<file path="config.mk">
export PLATFORM = sky130hd
export DESIGN_NAME = sam_port
export DESIGN_NICKNAME = d
export VERILOG_FILES = /design/src/rtl/sam_pkg.sv /design/src/rtl/sam_array.sv /design/src/rtl/sam_buffer.sv /design/src/rtl/sam_counter.sv /design/src/rtl/sam_mode.sv /design/src/rtl/sam_port.sv
export SDC_FILE = /design/constraint.sdc
export NUM_CORES = 2
export LEC_CHECK = 0
export CORE_MARGIN = 2
export CORE_UTILIZATION = 55
export DETAILED_ROUTE_END_ITERATION = 10
export PLACE_DENSITY = 0.79
export REMOVE_ABC_BUFFERS = 1
export SETUP_SLACK_MARGIN = 0.3
export SYNTH_ARGS = -nofsm -noshare
export SYNTH_HDL_FRONTEND = slang
export SYNTH_SLANG_ARGS = --single-unit
</file>
<file path="constraint.sdc">
create_clock -name clk_i -period 2.4 [get_ports clk_i]
set_input_delay 0.24 -clock clk_i [delete_from_list [all_inputs] [get_ports clk_i]]
set_output_delay 0.24 -clock clk_i [all_outputs]
set_load 0.05 [all_outputs]
</file>
<file path="src/rtl/sam_pkg.sv">
package sam_pkg;
  typedef enum logic {
    SAM_RD = 1'b0,
    SAM_WR = 1'b1
  } sam_mode_e;
endpackage

</file>
<file path="src/rtl/sam_array.sv">
module sam_array #(
  parameter int ROW_W  = 3,
  parameter int COL_W  = 4,
  parameter int WORD_W = 16,
  localparam int ROWS  = 1 << ROW_W,
  localparam int COLS  = 1 << COL_W
) (
  input  logic                          clk_i,
  input  logic                          rst_ni,
  input  logic                          store_i,
  input  logic [ROW_W-1:0]              row_i,
  input  logic [WORD_W-1:0]             mask_i,
  input  logic [COLS-1:0][WORD_W-1:0]   wrow_i,
  output logic [COLS-1:0][WORD_W-1:0]   rrow_o
);
  logic [COLS-1:0][WORD_W-1:0] rows_w [ROWS];

  for (genvar r = 0; r < ROWS; r++) begin : g_row
    logic [COLS-1:0][WORD_W-1:0] row_q;
    logic                        hit;
    assign hit = store_i && (row_i == ROW_W'(r));
    always_ff @(posedge clk_i or negedge rst_ni) begin
      if (!rst_ni) begin
        row_q <= '0;
      end else if (hit) begin
        for (int c = 0; c < COLS; c++) begin
          row_q[c] <= (row_q[c] & ~mask_i) | (wrow_i[c] & mask_i);
        end
      end
    end
    assign rows_w[r] = row_q;
  end

  assign rrow_o = rows_w[row_i];
endmodule

</file>
<file path="src/rtl/sam_buffer.sv">
module sam_buffer #(
  parameter int COL_W  = 4,
  parameter int WORD_W = 16,
  localparam int COLS  = 1 << COL_W
) (
  input  logic                          clk_i,
  input  logic                          rst_ni,
  input  logic                          load_i,
  input  logic [COLS-1:0][WORD_W-1:0]   lrow_i,
  input  logic                          wr_i,
  input  logic [COL_W-1:0]              col_i,
  input  logic [WORD_W-1:0]             wdata_i,
  output logic [COLS-1:0][WORD_W-1:0]   row_o,
  output logic [WORD_W-1:0]             word_o
);
  logic [COLS-1:0][WORD_W-1:0] row_q;

  always_ff @(posedge clk_i or negedge rst_ni) begin
    if (!rst_ni)     row_q <= '0;
    else if (load_i) row_q <= lrow_i;
    else if (wr_i)   row_q[col_i] <= wdata_i;
  end

  assign row_o  = row_q;
  assign word_o = row_q[col_i];
endmodule

</file>
<file path="src/rtl/sam_counter.sv">
module sam_counter #(
  parameter int COL_W = 4
) (
  input  logic             clk_i,
  input  logic             rst_ni,
  input  logic             load_i,
  input  logic [COL_W-1:0] load_val_i,
  input  logic             tick_i,
  output logic [COL_W-1:0] cnt_o
);
  always_ff @(posedge clk_i or negedge rst_ni) begin
    if (!rst_ni)     cnt_o <= '0;
    else if (load_i) cnt_o <= load_val_i;
    else if (tick_i) cnt_o <= cnt_o + COL_W'(1); // wraps by width
  end
endmodule

</file>
<file path="src/rtl/sam_mode.sv">
module sam_mode
  import sam_pkg::*;
(
  input  logic      clk_i,
  input  logic      rst_ni,
  input  logic      rd_xfer_i,
  input  logic      wr_xfer_i,
  output sam_mode_e mode_o
);
  always_ff @(posedge clk_i or negedge rst_ni) begin
    if (!rst_ni)        mode_o <= SAM_RD;
    else if (rd_xfer_i) mode_o <= SAM_RD;
    else if (wr_xfer_i) mode_o <= SAM_WR;
  end
endmodule

</file>
<file path="src/rtl/sam_port.sv">
module sam_port
  import sam_pkg::*;
#(
  parameter int ROW_W  = 3,
  parameter int COL_W  = 4,
  parameter int WORD_W = 16,
  localparam int COLS  = 1 << COL_W
) (
  input  logic              clk_i,
  input  logic              rst_ni,
  input  logic              rd_xfer_i,
  input  logic              wr_xfer_i,
  input  logic [ROW_W-1:0]  xfer_row_i,
  input  logic [COL_W-1:0]  xfer_col_i,
  input  logic [WORD_W-1:0] xfer_mask_i,
  input  logic              sc_tick_i,
  input  logic              se_ni,
  input  logic [WORD_W-1:0] sd_i,
  output logic [WORD_W-1:0] sd_o,
  output logic              sd_oe_o,
  output logic              mode_wr_o
);
  sam_mode_e                   mode_q;
  logic [COL_W-1:0]            cnt_q;
  logic [COLS-1:0][WORD_W-1:0] arr_row, buf_row;
  logic [WORD_W-1:0]           buf_word;
  logic                        xfer_any, store, ser_wr;

  assign xfer_any = rd_xfer_i | wr_xfer_i;
  assign store    = wr_xfer_i & ~rd_xfer_i;
  // transfer owns the cycle; serial data only moves when enabled
  assign ser_wr   = sc_tick_i & ~se_ni & (mode_q == SAM_WR) & ~xfer_any;

  sam_mode u_mode (
    .clk_i     (clk_i),
    .rst_ni    (rst_ni),
    .rd_xfer_i (rd_xfer_i),
    .wr_xfer_i (wr_xfer_i),
    .mode_o    (mode_q)
  );

  sam_counter #(.COL_W(COL_W)) u_cnt (
    .clk_i      (clk_i),
    .rst_ni     (rst_ni),
    .load_i     (xfer_any),
    .load_val_i (xfer_col_i),
    .tick_i     (sc_tick_i),
    .cnt_o      (cnt_q)
  );

  sam_array #(.ROW_W(ROW_W), .COL_W(COL_W), .WORD_W(WORD_W)) u_arr (
    .clk_i   (clk_i),
    .rst_ni  (rst_ni),
    .store_i (store),
    .row_i   (xfer_row_i),
    .mask_i  (xfer_mask_i),
    .wrow_i  (buf_row),
    .rrow_o  (arr_row)
  );

  sam_buffer #(.COL_W(COL_W), .WORD_W(WORD_W)) u_buf (
    .clk_i   (clk_i),
    .rst_ni  (rst_ni),
    .load_i  (rd_xfer_i),
    .lrow_i  (arr_row),
    .wr_i    (ser_wr),
    .col_i   (cnt_q),
    .wdata_i (sd_i),
    .row_o   (buf_row),
    .word_o  (buf_word)
  );

  assign sd_oe_o   = ~se_ni & (mode_q == SAM_RD);
  assign sd_o      = sd_oe_o ? buf_word : '0;
  assign mode_wr_o = (mode_q == SAM_WR);
endmodule

</file>
# Yosys cells after proc, flatten, opt, wreduce, memory -nomap -nowiden
# Cells that the tools add are included.
# Widths: inputs -> output; s select.
[word_totals]
reg_bits = 2309
in_bits = 45
elab_cells = 469
[op_classes]
addsub = 1
order_cmp = 3
eq_ne = 7
mux = 15
n_bitwise = 284
n_reduce_logical = 13
[op_table]
columns = ["operator", "n"]
rows = [
  ["$and 16x16->16", 144],
  ["$or 16x16->16", 128],
  ["$mux 256", 4],
  ["$bmux 256 s3", 1],
  ["$bwmux 256", 1],
  ["$bmux 16 s4", 1],
  ["$demux 16 s4", 1],
  ["$mux 16", 3],
  ["$not 16->16", 1],
  ["$eq 3x3->1 const B", 4],
  ["$logic_and 1x1->1", 9],
  ["$mux 4", 2],
  ["$eq 3x2->1 const B", 2],
  ["$reduce_bool 2->1", 3],
  ["$and 1x1->1", 5],
  ["$lt 4x5->1 const B", 1],
  ["$add 4x1->4 const B", 1],
  ["$ge 4x1->1 const B", 1],
  ["$ge 4x4->1 const B", 1],
  ["$not 1->1", 4],
  ["$not 3->4", 1],
  ["$eq 3x1->1 const B", 1],
  ["$logic_not 3->1", 1],
  ["$mux 1", 2],
  ["$or 1x1->1", 1],
]

# Logic depth before layout (Yosys ltp)
[logic_depth]
depth_word = 7
mapped_depth = 9
depth_no_buf = 5

# Hierarchy
# Synthesis repeated with hierarchy kept, for this count alone.
[unflattened]
hier_cells = 7801
hier_area_um2 = 108781.8
[by_module_without_submodules]
columns = ["mod", "instances", "cells_each", "area_each_um2", "seq_area_each_um2"]
rows = [
  ["sam_array", 1, 6125, 93882.5, 51249.2],
  ["sam_buffer", 1, 1634, 14497.7, 6406.1],
  ["sam_counter", 1, 18, 202.7, 100.1],
  ["sam_port", 1, 22, 163.9, 0.0],
  ["sam_mode", 1, 2, 35.0, 25.0],
]

# Worst setup path before layout
# No wires, ideal clock.
[synth_path]
path_type = "reg-to-output"
startpoint = "register u_mode.mode_o"
endpoint = "output port sd_o[14]"
arrival_ps = 2729
slack_ps = -569
stages_incl_launch_ff = 7
cell_sequence = "dfrtp_1 nor2_1 and2_1 clkbuf_1 clkbuf_1 a22oi_1 o21ai_0"
[synth_between]
elab_chain_len = 3
[synth_rtl]
columns = ["element", "line", "rtl"]
rows = [
  ["from (decl)", "sam_mode.sv:8", "output sam_mode_e mode_o"],
  ["from (signal assigned)", "sam_mode.sv:11", "if (!rst_ni) mode_o <= SAM_RD;"],
  ["from (signal assigned)", "sam_mode.sv:12", "else if (rd_xfer_i) mode_o <= SAM_RD;"],
  ["from (signal assigned)", "sam_mode.sv:13", "else if (wr_xfer_i) mode_o <= SAM_WR;"],
  ["$not 1->1", "sam_port.sv:73", "assign sd_oe_o = ~se_ni & (mode_q == SAM_RD);"],
  ["$and 1x1->1", "sam_port.sv:73", ""],
  ["named net sd_oe_o", "sam_port.sv:20", "output logic sd_oe_o,"],
  ["$mux 16", "sam_port.sv:74", "assign sd_o = sd_oe_o ? buf_word : '0;"],
  ["to (decl)", "sam_port.sv:19", "output logic [WORD_W-1:0] sd_o,"],
]
# The timed path passes the listed nets, and every way through them passes these cells.

# Final worst setup path
[layout_path]
startpoint = "register u_cnt.cnt_o[0]"
endpoint = "output port sd_o[14]"
[layout_between]
elab_chain_len = 3
[layout_rtl]
columns = ["element", "line", "rtl"]
rows = [
  ["from (decl)", "sam_counter.sv:9", "output logic [COL_W-1:0] cnt_o"],
  ["from (signal assigned)", "sam_counter.sv:13", "else if (load_i) cnt_o <= load_val_i;"],
  ["from (signal assigned)", "sam_counter.sv:14", "else if (tick_i) cnt_o <= cnt_o + COL_W'(1);"],
  ["$bmux 16 s4", "sam_buffer.sv:25", "assign word_o = row_q[col_i];"],
  ["$mux 16 (implied by the code)", "sam_buffer.sv:25", ""],
  ["$mux 16", "sam_port.sv:74", ""],
]
# No other way between the ends. The select of a mux whose other input is x is not followed.

==> impl_metrics.tcl <==
set metrics [dict create \
    dr.pass1.iters 5 \
    die_h_um 441 \
    track_usage_pct 28.1 \
    start_util_pct 55.3 \
    setup-violations-final 17 \
    rsz0062_at_grt "true" \
    critPathCaptureType "output port" \
    hpwl_um 161000 \
    min_path_cells 3 \
    drtAntennaViolNets 0 \
    port_buffers 62 \
    grt_pass1_vias 66100 \
    cap_violations 0 \
    clock.fmax_mhz 321 \
    dpl_cell_area_mm2 0.112 \
    clk_transition_reported_paths_ns 0.06 \
    required_ns 2.16 \
    overflow 0 \
    p_sw_mw 27.1 \
    synthArstFlopShare_pct 100 \
    critPathKind "reg2out" \
    clk_latency_ns 0.86 \
    worstHoldPathType "in2reg" \
    final_cell_area_mm2 0.122 \
    crit_family "buffers and inverters" \
    vias_per_cell 6.47 \
    hold_viol 0 \
    numCtsBuffers 222 \
    die_w_um 441 \
    holdWs_ns 0.0612 \
    drv_slew 0 \
    violations "negative setup slack" \
    wl_per_cell_um 28.6 \
    gp_congestion 0.803 \
    synth.largest_area_cell "dfrtp_1" \
    synthCells 6764 \
    min_period_ns 3.11 \
    cts_sinks 2309 \
    fin_ws_ns -0.715 \
    synth_seq_area_share_pct 54.9 \
    synth_seq_cells 2309 \
    final_nets 6911 \
    reg2reg_depth 11 \
    syn_area_per_cell_um2 15.6 \
    fin_skew_ns 0.0239 \
    fin_crit_sh_pct 130 \
    crit_chain "buf_12 -> buf_16 -> buf_6 -> mux4_2 -> a22oi_2 -> o21ai_0 -> buf_4 -> buf_12" \
    grt_max_degree 151 \
    dr_total_vias 61800 \
    dieArea_mm2 0.195 \
    crit_top_cell "buf_12" \
    synth-edff-count 0 \
    path_buf_inv 5 \
    critPathLaunchType "flop" \
    synth_top_area_share_pct 54.9 \
    max-slew-margin-rel_pct 44.0 \
    grt_antenna_before_repair 7 \
    p_leak_nw 57.3 \
    ys_types 42 \
    clockBufferDepth 3 \
    power.internal_mw 77.4 \
    slowest_stage "mux4_2" \
    tightestPinTransition_ns 0.840 \
    synth_ff_type "dfrtp_1" \
    rows 160 \
    worst-path-stages 8 \
    powerDensity_mw_per_mm2 859 \
    synth.area.top_cells "dfrtp_1, mux2_2, mux4_2" \
    syn_area_mm2 0.105 \
    drive_above_1_share_pct 50.0 \
    ir_drop_mv 0.804 \
    cts_root_buf "clkbuf_16" \
    coreArea_mm2 0.190 \
    synth_commonest_cells "dfrtp_1, mux2_2, mux4_2" \
    yosys_warnings 0 \
    yosysMostFrequentCell "dfrtp_1" \
    routed_wl_um 273000 \
    cp_data_arrival_time_ns 2.87 \
    pwr-share-seq_pct 49.6 \
    swShare_pct 25.9 \
    syn_to_final_growth_pct 15.5 \
    pin_count 63 \
    p_clk_share_pct 34.2 \
    worst-path-max-fanout 6 \
    htreeDepth 4 \
    pwr-share-comb_pct 16.2 \
    cts_tree "yes" \
    slowest_delay_ns 0.51 \
    status "finished with violations" \
    drt_iter0_drc 5318 \
    grt_pass1_wl_um 414000 \
    tns_ns -10.65 \
    drc_errors 0 \
]
## routing by layer
metal  wire (µm)  vias to the layer above  GRT usage (%)
li1            -                    25500              -
met1      109000                    33600           37.3
met2      132000                     2112           45.2
met3       18400                      606           5.42
met4       13100                        2           13.1
met5          11                        -              0
## cell type report
type	instances	area, µm²
clock buffer	344	6740
antenna	6	15.0
clock inverter	54	689
fill	12900	68600
multi-input combinational	3753	45200
sequential	2309	57800
timing repair buffer	574	8030
tap	2511	3140
inverter	2	7.51
## cells in the final DEF (no fill, tap or decap), types with 9 or more instances in the layout
| master | synthesis | routed |
|---|---|---|
| dfrtp_1 | 2309 | 2306 |
| mux2_2 | 1919 | 1919 |
| mux4_2 | 522 | 522 |
| mux2_1 | 401 | 401 |
| a221o_1 | 244 | 244 |
| buf_12 | 0 | 242 |
| buf_4 | 6 | 241 |
| clkbuf_16 | 0 | 231 |
| nor2_1 | 255 | 191 |
| nand2_1 | 82 | 80 |
| mux2i_1 | 71 | 71 |
| nor2_4 | 2 | 66 |
| clkbuf_8 | 0 | 64 |
| clkbuf_1 | 234 | 54 |
| nand2_4 | 40 | 40 |
| clkdlybuf4s50_1 | 0 | 39 |
| nand2_2 | 30 | 32 |
| clkinv_2 | 0 | 32 |
| o221ai_1 | 27 | 25 |
| o21ai_0 | 36 | 22 |
| nand2b_1 | 19 | 19 |
| a22oi_2 | 0 | 17 |
| a31oi_4 | 0 | 16 |
| buf_16 | 0 | 16 |
| buf_6 | 45 | 16 |
| bufinv_16 | 0 | 15 |
| a22oi_1 | 31 | 14 |
| o21ai_1 | 0 | 10 |
| a2bb2oi_1 | 10 | 10 |
| buf_8 | 0 | 9 |
## cell families (layout without fill, tap and decap cells)
group / after synthesis / count (layout) / synth area share (%)
other cells: 0 / 6 / 0
mux: 2913 / 2913 / 36.7
buf+inv: 702 / 974 / 3.02
flops: 2309 / 2309 / 54.9
fa+ha+maj: 4 / 4 / 0.0475
simple gates: 453 / 453 / 2.13
compound gates: 380 / 380 / 3.23
xor+xnor: 3 / 3 / 0.0250
## worst paths after layout
kind,from,endpoint,slack [ns]
max reg2reg,u_cnt.cnt_o[0]$_DFFE_PN0P_,u_buf.row_o[179]$_DFFE_PN0P_,0
min,xfer_col_i[2],u_cnt.cnt_o[2]$_DFFE_PN0P_,0.06
min in group asynchronous,rst_ni,asynchronous set/reset pin,0.17
max,u_cnt.cnt_o[0]$_DFFE_PN0P_,sd_o[14],-0.71
min reg2reg,flop,flop,0.49
max in group asynchronous,rst_ni,asynchronous set/reset pin,1.30
## stage by stage
stage / utilization, % / power (mW) / worst slack [ns] / std cells
finish: 63.9 / 104 / -0.715 / 9553
global route: 63.9 / 109 / -0.773 / 9551
CTS: 63.6 / 105 / -0.775 / 9522
detailed placement: 59.1 / 68.6 / -0.388 / 9075
global placement: 59.1 / 67.1 / -0.399 / 9075
floorplan: - / 61.6 / -2.50 / 6064
## worst register-to-register path, delay by kind of cell, from the launching register on
kind            cells  cell delay, ns
flops               1            0.49
buf+inv             7            1.09
fa+ha+maj           1            0.18
compound gates      2            0.45
simple gates        1            0.08
## power by group through the flow
| stage | logic (mW) | clock network [mW] | registers (mW) |
|---|---|---|---|
| floorplan | 11.4 | 0 | 50.2 |
| global placement | 15.6 | 0 | 51.5 |
| detailed placement | 16.3 | 0 | 52.2 |
| CTS | 16.8 | 36.1 | 51.6 |
| global route | 18.1 | 37.7 | 52.8 |
| finish | 16.9 | 35.7 | 51.8 |
## timing repair
item	4_1_cts	5_1_grt
hold buffers	3	0
hold endpoints to repair	2261	0
pin swaps	33	45
buffers inserted	40	20
resized for setup	155	64
gates cloned	6	5
endpoints found under the setup margin	266	255
Power figures use the tool's default switching activity.
